### src/rtl/pinwatch_pkg.sv
package pinwatch_pkg;
  localparam int unsigned DEF_WIDTH = 8;
  localparam int unsigned DEF_SYNC  = 2;

  typedef enum logic {
    RD_PORT  = 1'b0,
    RD_FLAGS = 1'b1
  } rd_pick_e;
endpackage

### src/rtl/pin_sync.sv
module pin_sync #(
  parameter int unsigned W      = 8,
  parameter int unsigned STAGES = 2
) (
  input  logic         clk,
  input  logic         rst,
  input  logic [W-1:0] d,
  output logic [W-1:0] q
);
  logic [W-1:0] stg [STAGES];

  always_ff @(posedge clk) begin
    if (rst) stg[0] <= '0;
    else     stg[0] <= d;
  end

  generate
    for (genvar s = 1; s < STAGES; s++) begin : g_stage
      always_ff @(posedge clk) begin
        if (rst) stg[s] <= '0;
        else     stg[s] <= stg[s-1];
      end
    end
  endgenerate

  assign q = stg[STAGES-1];
endmodule

### src/rtl/mode_settle.sv
module mode_settle #(
  parameter int unsigned W     = 8,
  parameter int unsigned DEPTH = 3
) (
  input  logic         clk,
  input  logic         rst,
  input  logic [W-1:0] mode,
  output logic [W-1:0] watch
);
  logic [W-1:0] hist [DEPTH];

  always_ff @(posedge clk) begin
    if (rst) hist[0] <= '0;
    else     hist[0] <= mode;
  end

  generate
    for (genvar i = 1; i < DEPTH; i++) begin : g_hist
      always_ff @(posedge clk) begin
        if (rst) hist[i] <= '0;
        else     hist[i] <= hist[i-1];
      end
    end
  endgenerate

  always_comb begin
    watch = mode;
    for (int i = 0; i < DEPTH; i++) watch = watch & hist[i];
  end
endmodule

### src/rtl/change_tracker.sv
module change_tracker #(
  parameter int unsigned W = 8
) (
  input  logic         clk,
  input  logic         rst,
  input  logic [W-1:0] lvl,
  input  logic [W-1:0] watch,
  input  logic         take,
  output logic [W-1:0] flags_q,
  output logic [W-1:0] hold_q,
  output logic         irq_n_q
);
  logic [W-1:0] snap_q;
  logic [W-1:0] hit;
  logic [W-1:0] flags_nx;

  always_comb begin
    hit      = watch & (lvl ^ snap_q);
    flags_nx = flags_q | hit;
  end

  always_ff @(posedge clk) begin
    if (rst) begin
      snap_q  <= '0;
      flags_q <= '0;
      hold_q  <= '0;
      irq_n_q <= 1'b1;
    end else if (take) begin
      snap_q  <= lvl;
      hold_q  <= flags_nx;
      flags_q <= '0;
      irq_n_q <= 1'b1;
    end else begin
      snap_q  <= (snap_q & watch) | (lvl & ~watch);
      flags_q <= flags_nx;
      irq_n_q <= ~(|flags_nx);
    end
  end
endmodule

### src/rtl/pinwatch_top.sv
module pinwatch_top
  import pinwatch_pkg::*;
#(
  parameter int unsigned WIDTH       = DEF_WIDTH,
  parameter int unsigned SYNC_STAGES = DEF_SYNC
) (
  input  logic             clk,
  input  logic             rst,
  input  logic [WIDTH-1:0] pins_in,
  input  logic [WIDTH-1:0] in_mode,
  input  logic             acc_ack,
  input  logic             bus_rst,
  input  logic             rd_sel,
  output logic [WIDTH-1:0] port_lvl,
  output logic [WIDTH-1:0] flags,
  output logic [WIDTH-1:0] rd_data,
  output logic             irq_n
);
  localparam int unsigned SETTLE = SYNC_STAGES + 1;

  logic [WIDTH-1:0] lvl_s;
  logic [WIDTH-1:0] watch;
  logic [WIDTH-1:0] hold;
  logic             take;
  rd_pick_e         pick;

  assign take = acc_ack & ~bus_rst;
  assign pick = rd_pick_e'(rd_sel);

  pin_sync #(.W(WIDTH), .STAGES(SYNC_STAGES)) u_sync (
    .clk(clk), .rst(rst), .d(pins_in), .q(lvl_s)
  );

  mode_settle #(.W(WIDTH), .DEPTH(SETTLE)) u_settle (
    .clk(clk), .rst(rst), .mode(in_mode), .watch(watch)
  );

  change_tracker #(.W(WIDTH)) u_track (
    .clk(clk), .rst(rst), .lvl(lvl_s), .watch(watch), .take(take),
    .flags_q(flags), .hold_q(hold), .irq_n_q(irq_n)
  );

  always_ff @(posedge clk) begin
    if (rst) rd_data <= '0;
    else     rd_data <= (pick == RD_FLAGS) ? hold : lvl_s;
  end

  assign port_lvl = lvl_s;
endmodule

### config.mk
export PLATFORM = sky130hd
export DESIGN_NAME = pinwatch_top
export DESIGN_NICKNAME = d
export VERILOG_FILES = /design/src/rtl/pinwatch_pkg.sv /design/src/rtl/pin_sync.sv /design/src/rtl/mode_settle.sv /design/src/rtl/change_tracker.sv /design/src/rtl/pinwatch_top.sv
export SDC_FILE = /design/constraint.sdc
export NUM_CORES = 1
export LEC_CHECK = 0
export ABC_AREA = 1
export BUFFER_PORTS_ARGS = -buffer_cell sky130_fd_sc_hd__buf_2
export CAP_MARGIN = 10
export CORE_ASPECT_RATIO = 0.6
export CORE_MARGIN = 4
export CORE_UTILIZATION = 50
export DETAILED_ROUTE_END_ITERATION = 16
export PLACE_DENSITY = 0.84
export SYNTH_ARGS = -nofsm -noshare
export SYNTH_HDL_FRONTEND = slang
export SYNTH_HIERARCHICAL = 1
export SYNTH_SLANG_ARGS = --single-unit
### constraint.sdc
create_clock -name clk -period 3.1 [get_ports clk]
set_clock_uncertainty 0.2 [all_clocks]
set_input_delay 0.62 -clock clk [delete_from_list [all_inputs] [get_ports clk]]
set_output_delay 0.62 -clock clk [all_outputs]
set_load 0.01 [all_outputs]
==> impl_metrics.tcl, run 1 <==
set metrics [dict create \
    synth_top_area_share_pct 55.7 \
    tightest_slew_ns 0.384 \
    die_w_um 102 \
    cts_root_buf "clkbuf_8" \
    peakVddDrop_mv 0.369 \
    hp-class "flip-flop to flip-flop" \
    path_buf_inv 1 \
    clock_latency_ns 0.34 \
    io_pins 46 \
    cts_tree "done" \
    rr_startpoint "u_settle/hist[0][6]" \
    synth-edff-count 0 \
    period_needed_ns 1.78 \
    path_cells "buf_2" \
    gp_congestion 0.831 \
    path_delay_family "flip-flops" \
    slew_headroom_pct 74.4 \
    cts_resized 0 \
    ys_ff_latch 73 \
    period_share_pct 57.5 \
    ys_top_cells_by_count "81 x inv_1, 74 x nor2_1, 73 x dfxtp_1" \
    synth.area.top_cells "dfxtp_1 56%, inv_1 12%, nor2_1 11%" \
    place_hpwl_um 3610 \
    clockBufferDepth 2 \
    netlist_area_um2 2620 \
    power.leakage_nw 1.47 \
    drc 0 \
    grt_pass1_vias 1941 \
    register_area_um2 1460 \
    slew_viol_final 0 \
    core-area_um2 5080 \
    synth.avg_cell_area_um2 7.63 \
    yosysWarnings 6 \
    synth_top_area_cell "dfxtp_1" \
    cpMaxStageDelayCell "dfxtp_1" \
    fill_cells 490 \
    run_status "complete, no violations" \
    antenna_cells 0 \
    crit_arrival_ns 0.96 \
    grt_overflow 0 \
    cp-start-kind "flip-flop" \
    holdBufCountCts 0 \
    dr.pass1.iters 4 \
    wl_per_cell_um 10.8 \
    postCtsSetupBuffers 0 \
    cts_buffers 9 \
    start_util_pct 51.7 \
    grt_usage_pct 16.9 \
    report.final.hold_viol_count 0 \
    slowest_delay_ns 0.44 \
    fin_nets 413 \
    grt_max_degree 35 \
    r2r_slack_ns 1.71 \
    drt_wl_total_um 4980 \
    vias_per_cell 4.48 \
    synthesis.nets 365 \
    initialDrtViolationCount 65 \
    clk_pin_slew_ns 0.07 \
    final_util_pct 60.6 \
    synthArstFlopShare_pct 0 \
    path_max_fanout 5 \
    cp-end-kind "output port" \
    setup_violations 0 \
    antenna_found_initial 1 \
    synth-main-ff-cell "dfxtp_1" \
    cp.required_ns 2.28 \
    fmax_mhz 561 \
    seq_area_frac_synth_pct 55.7 \
    syn2layout_area_growth_pct 17.3 \
    multi_input_comb_area_um2 763 \
    finalSetupTns_ns 0 \
    maxCapViolations 0 \
    grt_pass1_wl_um 8360 \
    rows 20 \
    min_from "u_sync/stg[0][1]" \
    drive_above_1_share_pct 17.4 \
    design_power_total_mw 1.90 \
    ctsHtreeMaxLevel 3 \
    worstSetupPathType "flip-flop to output port" \
    postRouteAntennaNets 0 \
    startpoint "u_sync/stg[1][5]" \
    die_area_um2 6510 \
    synth_cell_types 18 \
    netlist_instances 344 \
    synth_most_common_cell "inv_1" \
    die_h_um 64.1 \
    io_buffers 45 \
    vias 2075 \
    clock-sinks 73 \
    rsz0062_at_grt "no" \
    p_per_area_nw_per_um2 618 \
]
## worst paths after layout
| path | to | cells past startpoint |
|---|---|---|
| min | u_sync/stg[1][1] | 2 |
| max | port_lvl[5] | 1 |
| max reg2reg | u_track/irq_n_q | 7 |
| min reg2reg | u_sync/stg[1][1] | 2 |
## kinds of logic (layout without fill, tap and decap cells)
logic type      count (synthesis)  count (layout)  share of synthesized area (%)
compound gates                 24              24                           5.58
flops                          73              73                           55.7
buf+inv                        91             144                           15.2
simple gates                  156             156                           23.5
## cell type report
class	instances	area share (%)
repair buffers	46	7.56
well taps	66	2.68
inverters	82	10.0
clock inverters	4	2.44
clock buffers	12	5.04
flip-flops and latches	73	47.5
multi-input cells	180	24.8
## routing by layer
layer	vias up	global-route usage (%)	routed length [um]	part of all wire, %
li1	1092	-	-	-
met1	918	20.1	2260	45
met2	49	25.3	2210	44
met3	14	9.27	378	7.6
met4	2	6.80	118	2.4
met5	-	0	12	0.24
## power by group
group	leakage, nW	switching, mW	total [mW]	internal (mW)
clock	0.109	0.328	0.825	0.497
combinational	0.763	0.0602	0.0960	0.0358
sequential	0.598	0.0149	0.982	0.968
## layout by cell type (no fill, tap or decap)
| cell type | n |
|---|---|
| a21oi_1 | 8 |
| a311oi_1 | 7 |
| buf_2 | 45 |
| buf_4 | 1 |
| bufinv_16 | 2 |
| clkbuf_1 | 1 |
| clkbuf_8 | 11 |
| clkinvlp_4 | 2 |
| dfxtp_1 | 73 |
| inv_1 | 81 |
| inv_2 | 1 |
| nand2_1 | 65 |
| nand2_2 | 1 |
| nand3_1 | 8 |
| nor2_1 | 74 |
| nor2_2 | 5 |
| nor3_1 | 1 |
| o21ai_0 | 9 |
| or2_1 | 1 |
| or2_2 | 1 |
## per-stage QoR
stage               std cells  setup WS [ns]  hold WS, ns  cell area, um2
global placement          447           1.27        0.191            2850
CTS                       463           1.31        0.206            3080
global route              463           1.28        0.229            3080
floorplan                 344           1.47        0.188            2620
finish                    463           1.32        0.205            3080
detailed placement        447           1.14        0.196            2850
Note: power is estimated with default switching activity, not from simulation.
==> inputs of run 2 (changes only) <==
- ABC_AREA: 1 -> 0
- clock period: 3.1 -> 1.8 ns (I/O delays scaled with it)
==> run 2 against run 1 <==
Sequential power rose by 73%; global-route usage is 0.81 points lower; first-iteration DRC count is 14% higher; synthesized cell count decreased by 37%; final cell count shrank 28%; via count down 22%; core utilization grew 3.0 points; non-clock buffer count is 3 higher; design area fell by 1.7%; flip-flop and latch count stayed put; power rose by 73%; clock power grew 70%; largest cell class unchanged.
==> impl_metrics.tcl, run 2 <==
set metrics [dict create \
    period_share_pct 84.7 \
    ctsHtreeMaxLevel 3 \
    startpoint "u_sync/stg[1][1]" \
    drc 0 \
    period_needed_ns 1.52 \
    wl_per_cell_um 13.5 \
    report.final.hold_viol_count 0 \
    drive_above_1_share_pct 39.1 \
    fin_nets 287 \
    synth.avg_cell_area_um2 11.8 \
    postRouteAntennaNets 0 \
    synth-compound-area-share_pct 6.47 \
    synthArstFlopShare_pct 0 \
    die_area_um2 6350 \
    maxCapViolations 0 \
    clk_pin_slew_ns 0.07 \
    multi_input_comb_area_um2 988 \
    syn2layout_area_growth_pct 18.5 \
    clock-sinks 73 \
    path_cells "buf_2" \
    worstSetupPathType "flip-flop to output port" \
    crit_arrival_ns 0.96 \
    synth.area.top_cells "dfxtp_1 57%, nor2b_2 7.2%, mux2i_1 6.3%" \
    vias_per_cell 4.84 \
    gp_congestion 0.833 \
    cp.required_ns 1.24 \
    synth_most_common_cell "dfxtp_1" \
    slew_headroom_pct 77.8 \
    io_pins 46 \
    holdBufCountCts 0 \
    die_w_um 100 \
    path_delay_family "flip-flops" \
    final_area_um2 3030 \
    peakVddDrop_mv 0.708 \
    p_per_area_nw_per_um2 1090 \
    run_status "complete, no violations" \
    die_h_um 63.3 \
    register_area_um2 1460 \
    power.leakage_nw 1.41 \
    path_depth 1 \
    postCtsSetupBuffers 0 \
    core-area_um2 4750 \
    cp-end-kind "output port" \
    io_buffers 45 \
    final_common_cell "dfxtp_1" \
    cts_tree "done" \
    vias 1616 \
    seq_area_frac_synth_pct 57.3 \
    start_util_pct 53.7 \
    clockBufferDepth 2 \
    cts_root_buf "clkbuf_8" \
    slowest_delay_ns 0.45 \
    place_area_um2 2800 \
    grt_pass1_vias 1712 \
    finalSetupTns_ns 0 \
    rr_startpoint "u_sync/stg[1][1]" \
    synth_cell_types 22 \
    synth-main-ff-cell "dfxtp_1" \
    rsz0062_at_grt "no" \
    drt_wl_total_um 4490 \
    synth_top_family_by_area "simple AND/OR/NAND/NOR gates" \
    grt_overflow 0 \
    synthMuxAreaShare_pct 6.27 \
    antenna_found_initial 0 \
    initialDrtViolationCount 74 \
    ys_top_cells_by_count "73 x dfxtp_1, 30 x nor2_1, 21 x nor2b_2" \
    slew_viol_final 0 \
    cpMaxStageDelayCell "dfxtp_1" \
    tightest_slew_ns 0.334 \
    hp-class "input port to flip-flop" \
    clock_latency_ns 0.34 \
    fill_cells 388 \
    grt_pass1_wl_um 7800 \
    yosysWarnings 6 \
    synth_top_area_share_pct 57.3 \
    grt_max_degree 26 \
    rows 19 \
    synthesis.nets 237 \
    fmax_mhz 656 \
    synth-edff-count 0 \
    ys_ff_latch 73 \
    path_buf_inv 1 \
    setup_violations 0 \
    grt_usage_pct 16.1 \
    reg2reg_depth 4 \
    path_max_fanout 4 \
    cts_resized 0 \
    cts_buffers 9 \
    place_hpwl_um 3290 \
    netlist_area_um2 2550 \
    synth_fa_ha_area_share_pct 0 \
    crit_end "port_lvl[1]" \
    r2r-end "u_track/irq_n_q" \
    antenna_cells 0 \
    r2r_slack_ns 0.49 \
    synth-simple-area-share_pct 23.2 \
    synth_xor_xnor_area_share_pct 2.75 \
    dr.pass1.iters 4 \
    cp-start-kind "flip-flop" \
    netlist_instances 216 \
    final_cell_mix "73 x dfxtp_1, 45 x buf_2, 30 x nor2_1, 21 x nor2b_2, 16 x mux2i_1" \
    design_power_total_mw 3.29 \
    synth_top_area_cell "dfxtp_1" \
]
-- run 2: cell count changes after synthesis, sizes merged, moves of 9 or more --
| cell | delta |
|---|---|
| inv | -82 |
| nor2 | -47 |
| o21ai | -9 |
| and2b | +10 |
| nor2b | +31 |
| mux2i | +16 |
| nand2 | -66 |
-- run 2: worst min path at each step --
stage	from	end	cells past startpoint
2_1_floorplan	u_sync/stg[0][3]	u_sync/stg[1][3]	1
3_3_place_gp	u_sync/stg[0][6]	u_sync/stg[1][6]	1
3_5_place_dp	u_sync/stg[0][3]	u_sync/stg[1][3]	1
4_1_cts	pins_in[4]	u_sync/stg[0][4]	2
5_1_grt	pins_in[1]	u_sync/stg[0][1]	2
6_report	pins_in[4]	u_sync/stg[0][4]	2
-- run 2: per-stage QoR --
| step | utilization (%) | hold WS, ns | setup slack [ns] | cells |
|---|---|---|---|---|
| 2_1_floorplan | - | 0.214 | 0.375 | 216 |
| 3_3_place_gp | 58.8 | 0.216 | 0.210 | 318 |
| 3_5_place_dp | 58.8 | 0.231 | 0.145 | 318 |
| 4_1_cts | 63.6 | 0.0131 | 0.265 | 334 |
| 5_1_grt | 63.6 | 0.0207 | 0.216 | 334 |
| 6_report | 63.6 | 0.0320 | 0.276 | 334 |
-- run 2: cells by family (layout without fill, tap and decap cells) --
kind of cell              count (synthesis)  in the layout
muxes                                    16             16
xor gates and xnor gates                  8              8
buffers and inverters                    10             65
AOI/OAI and AO/OA                        17             17
DFF                                      73             73
and+or+nand+nor                          92             92
-- run 2: metal layers --
metal  global-route usage (%)  vias to the layer above  part of all wire, %
met5                        0                        -                    0
met1                     20.5                      755                   48
li1                         -                      809                    -
met2                     23.3                       42                   42
met4                     6.22                        0                  1.8
met3                     7.72                       10                  7.9
-- run 2: where the power goes --
group          switching, mW  internal (mW)  total (mW)
logic                 0.0910         0.0909       0.182
registers             0.0294           1.67        1.70
clock network          0.554          0.850        1.40
-- run 2: area by class of cell --
| class | count | area share (%) |
|---|---|---|
| Tap cell | 63 | 2.61 |
| Multi-Input combinational cell | 133 | 32.7 |
| Clock inverter | 5 | 2.56 |
| Clock buffer | 11 | 5.00 |
| Timing Repair Buffer | 49 | 8.85 |
| Sequential cell | 73 | 48.3 |
==> inputs of run 3 (changes only) <==
- CORE_UTILIZATION: 50 -> 49
- PLACE_DENSITY: 0.84 -> 0.85
- clock period: 1.8 -> 1.2 ns (I/O delays scaled with it)
==> run 3 against run 2 <==
The flow now finishes with violations (negative setup slack); combinational power rose to 2.5 times the previous value; sequential power rose by 51%; via count rose by 18%; first-iteration DRC count rose by 12%; global-route usage rose by 3.6 points; power rose by 48%; setup slack got worse by 0.44 ns; design area rose by 26%; register-to-register slack got worse by 0.65 ns; non-clock buffer count rose by 60; critical path type is now flip-flop to flip-flop; critical endpoint is now u_track/irq_n_q; largest cell class unchanged; largest power group unchanged; highest routed layer unchanged.
==> impl_metrics.tcl, run 3 (same netlist as run 2, synthesis figures left out) <==
set metrics [dict create \
    run_status "complete, but fails checks" \
    violations "negative setup slack" \
    hold_slack_ns 0.146 \
    final_cell_mix "42 x dfxtp_1, 33 x buf_4, 32 x buf_6, 30 x dfxtp_2, 29 x nor2_1" \
    antenna_cells 0 \
    tightest_slew_ns 0.284 \
    die_area_um2 6470 \
    r2r_slack_ns -0.16 \
    cpMaxStageDelayCell "dfxtp_2" \
    setup_violations 33 \
    clk_pin_slew_ns 0.07 \
    place_hpwl_um 3610 \
    cts_buffers 9 \
    slew_viol_final 0 \
    reg2reg_depth 5 \
    p_per_area_nw_per_um2 1270 \
    final_area_um2 3820 \
    grt_pass1_vias 1951 \
    p_switching_mw 1.10 \
    fmax_mhz 733 \
    pwr-share-clk_pct 37.8 \
    power.leakage_nw 1.74 \
    final_common_cell "dfxtp_1" \
    clock-sinks 73 \
    p_comb_share_pct 9.4 \
    register_area_um2 1500 \
    fill_cells 323 \
    die_w_um 101 \
    rsz0062_at_grt "yes" \
    multi_input_comb_area_um2 1110 \
    setup_ws_ns -0.164 \
    netSwitchingFraction_pct 22.6 \
    hold_end "u_track/hold_q[5]" \
    slowest_delay_ns 0.33 \
    place_area_um2 2960 \
    syn2layout_area_growth_pct 49.9 \
    ctsHtreeMaxLevel 3 \
    rr_startpoint "u_sync/stg[1][6]" \
    path_max_fanout 3 \
    fin_nets 347 \
    clockBufferDepth 2 \
    vias 1905 \
    p_int_mw 3.76 \
    cp-start-kind "flip-flop" \
    vias_per_cell 4.80 \
    hold-path-cell-count 3 \
    initialDrtViolationCount 83 \
    report.final.hold_viol_count 0 \
    period_share_pct 114 \
    seqPwrFrac_pct 52.8 \
    grt_overflow 0 \
    r2r-end "u_track/irq_n_q" \
    io_buffers 45 \
    grt_max_degree 21 \
    path_delay_family "compound AO/OA/AOI/OAI gates" \
    peakVddDrop_mv 0.789 \
    crit_arrival_ns 1.44 \
    slew_headroom_pct 81.1 \
    start_util_pct 50.5 \
    path_buf_inv 1 \
    cp.required_ns 1.28 \
    postRouteAntennaNets 0 \
    drive_above_1_share_pct 61.6 \
    wl_per_cell_um 14.8 \
    path_cells "buf_4, xor2_1, a21oi_2, nand4_1, o21bai_1" \
    period_needed_ns 1.36 \
    grt_usage_pct 19.6 \
    hp-class "input port to flip-flop" \
    die_h_um 63.9 \
    drc 0 \
    min_from "rst" \
    core-area_um2 5050 \
    drt_wl_total_um 5890 \
    antenna_found_initial 0 \
    clock_latency_ns 0.35 \
    cp-end-kind "flip-flop" \
    dr.pass1.iters 4 \
    cts_tree "done" \
    worstSetupPathType "flip-flop to flip-flop" \
    grt_pass1_wl_um 9360 \
    cts_root_buf "clkbuf_8" \
    rows 20 \
    io_pins 46 \
    maxCapViolations 0 \
    gp_congestion 0.777 \
]
run 3: cell count changes in the layout (fill, tap and decap cells not counted), sizes merged:
cell	previous run	this run
clkinvlp	1	0
bufinv	2	0
clkbuf	11	14
dlygate4sd3	0	16
buf	49	93
run 3: per-stage QoR:
| step | power, mW | TNS [ns] | utilization, % | setup slack [ns] | std cells |
|---|---|---|---|---|---|
| final | 4.85 | -2.10 | 75.7 | -0.164 | 397 |
| after global routing | 5.07 | -3.86 | 75.7 | -0.213 | 397 |
| after CTS | 4.85 | -2.21 | 72.4 | -0.151 | 391 |
| after detailed placement | 2.94 | -3.06 | 58.6 | -0.229 | 339 |
| after global placement | 2.93 | -2.35 | 58.6 | -0.155 | 339 |
| after floorplan | 2.81 | 0 | - | 0.0160 | 216 |
run 3: power groups by stage:
stage	combinational (mW)	clock, mW	sequential (mW)
6_report	0.456	1.84	2.56
5_1_grt	0.494	2.00	2.57
4_1_cts	0.432	1.86	2.55
3_5_place_dp	0.333	0	2.61
3_3_place_gp	0.323	0	2.60
2_1_floorplan	0.197	0	2.61
run 3: worst max-delay path by stage:
stage                                 from                 end  slack (ns)  depth (start not counted)
after global placement             acc_ack  u_track/flags_q[7]       -0.15                          6
after detailed placement           bus_rst           flip-flop       -0.23                          6
after CTS                 u_sync/stg[1][1]         port_lvl[1]       -0.15                          2
after global routing      u_sync/stg[1][2]     u_track/irq_n_q       -0.21                          5
final                     u_sync/stg[1][6]     u_track/irq_n_q       -0.16                          5
after floorplan           u_sync/stg[1][5]     u_track/irq_n_q        0.02                          4
run 3: timing repair:
action | 4_1_cts | 5_1_grt
pin swaps | 10 | 14
buffers inserted | 20 | 7
hold endpoints to repair | 16 | 0
hold buffers | 16 | 0
gates resized for setup | 50 | 37
setup endpoints to repair | 29 | 46
run 3: cell type report:
class / count / area share [%]
Clock inverter: 2 / 0.262
Sequential cell: 73 / 39.3
Tap cell: 66 / 2.16
Clock buffer: 14 / 4.78
Timing Repair Buffer: 109 / 24.5
Multi-Input combinational cell: 133 / 29.0
run 3: worst reg2reg max path, delay by kind of cell (launching register included):
family	cells	cell delay, ns
buffers and inverters	1	0.13
AOI/OAI and AO/OA	2	0.37
xor gates and xnor gates	1	0.14
and+or+nand+nor	1	0.13
DFF	1	0.33
run 3: per-layer routing:
metal,vias to the layer above,GRT usage [%],share of wire (%)
met5,-,0,0
met4,0,6.63,1.2
met3,8,9.16,7.5
met2,55,30.5,48
met1,911,24.0,44
li1,931,-,-
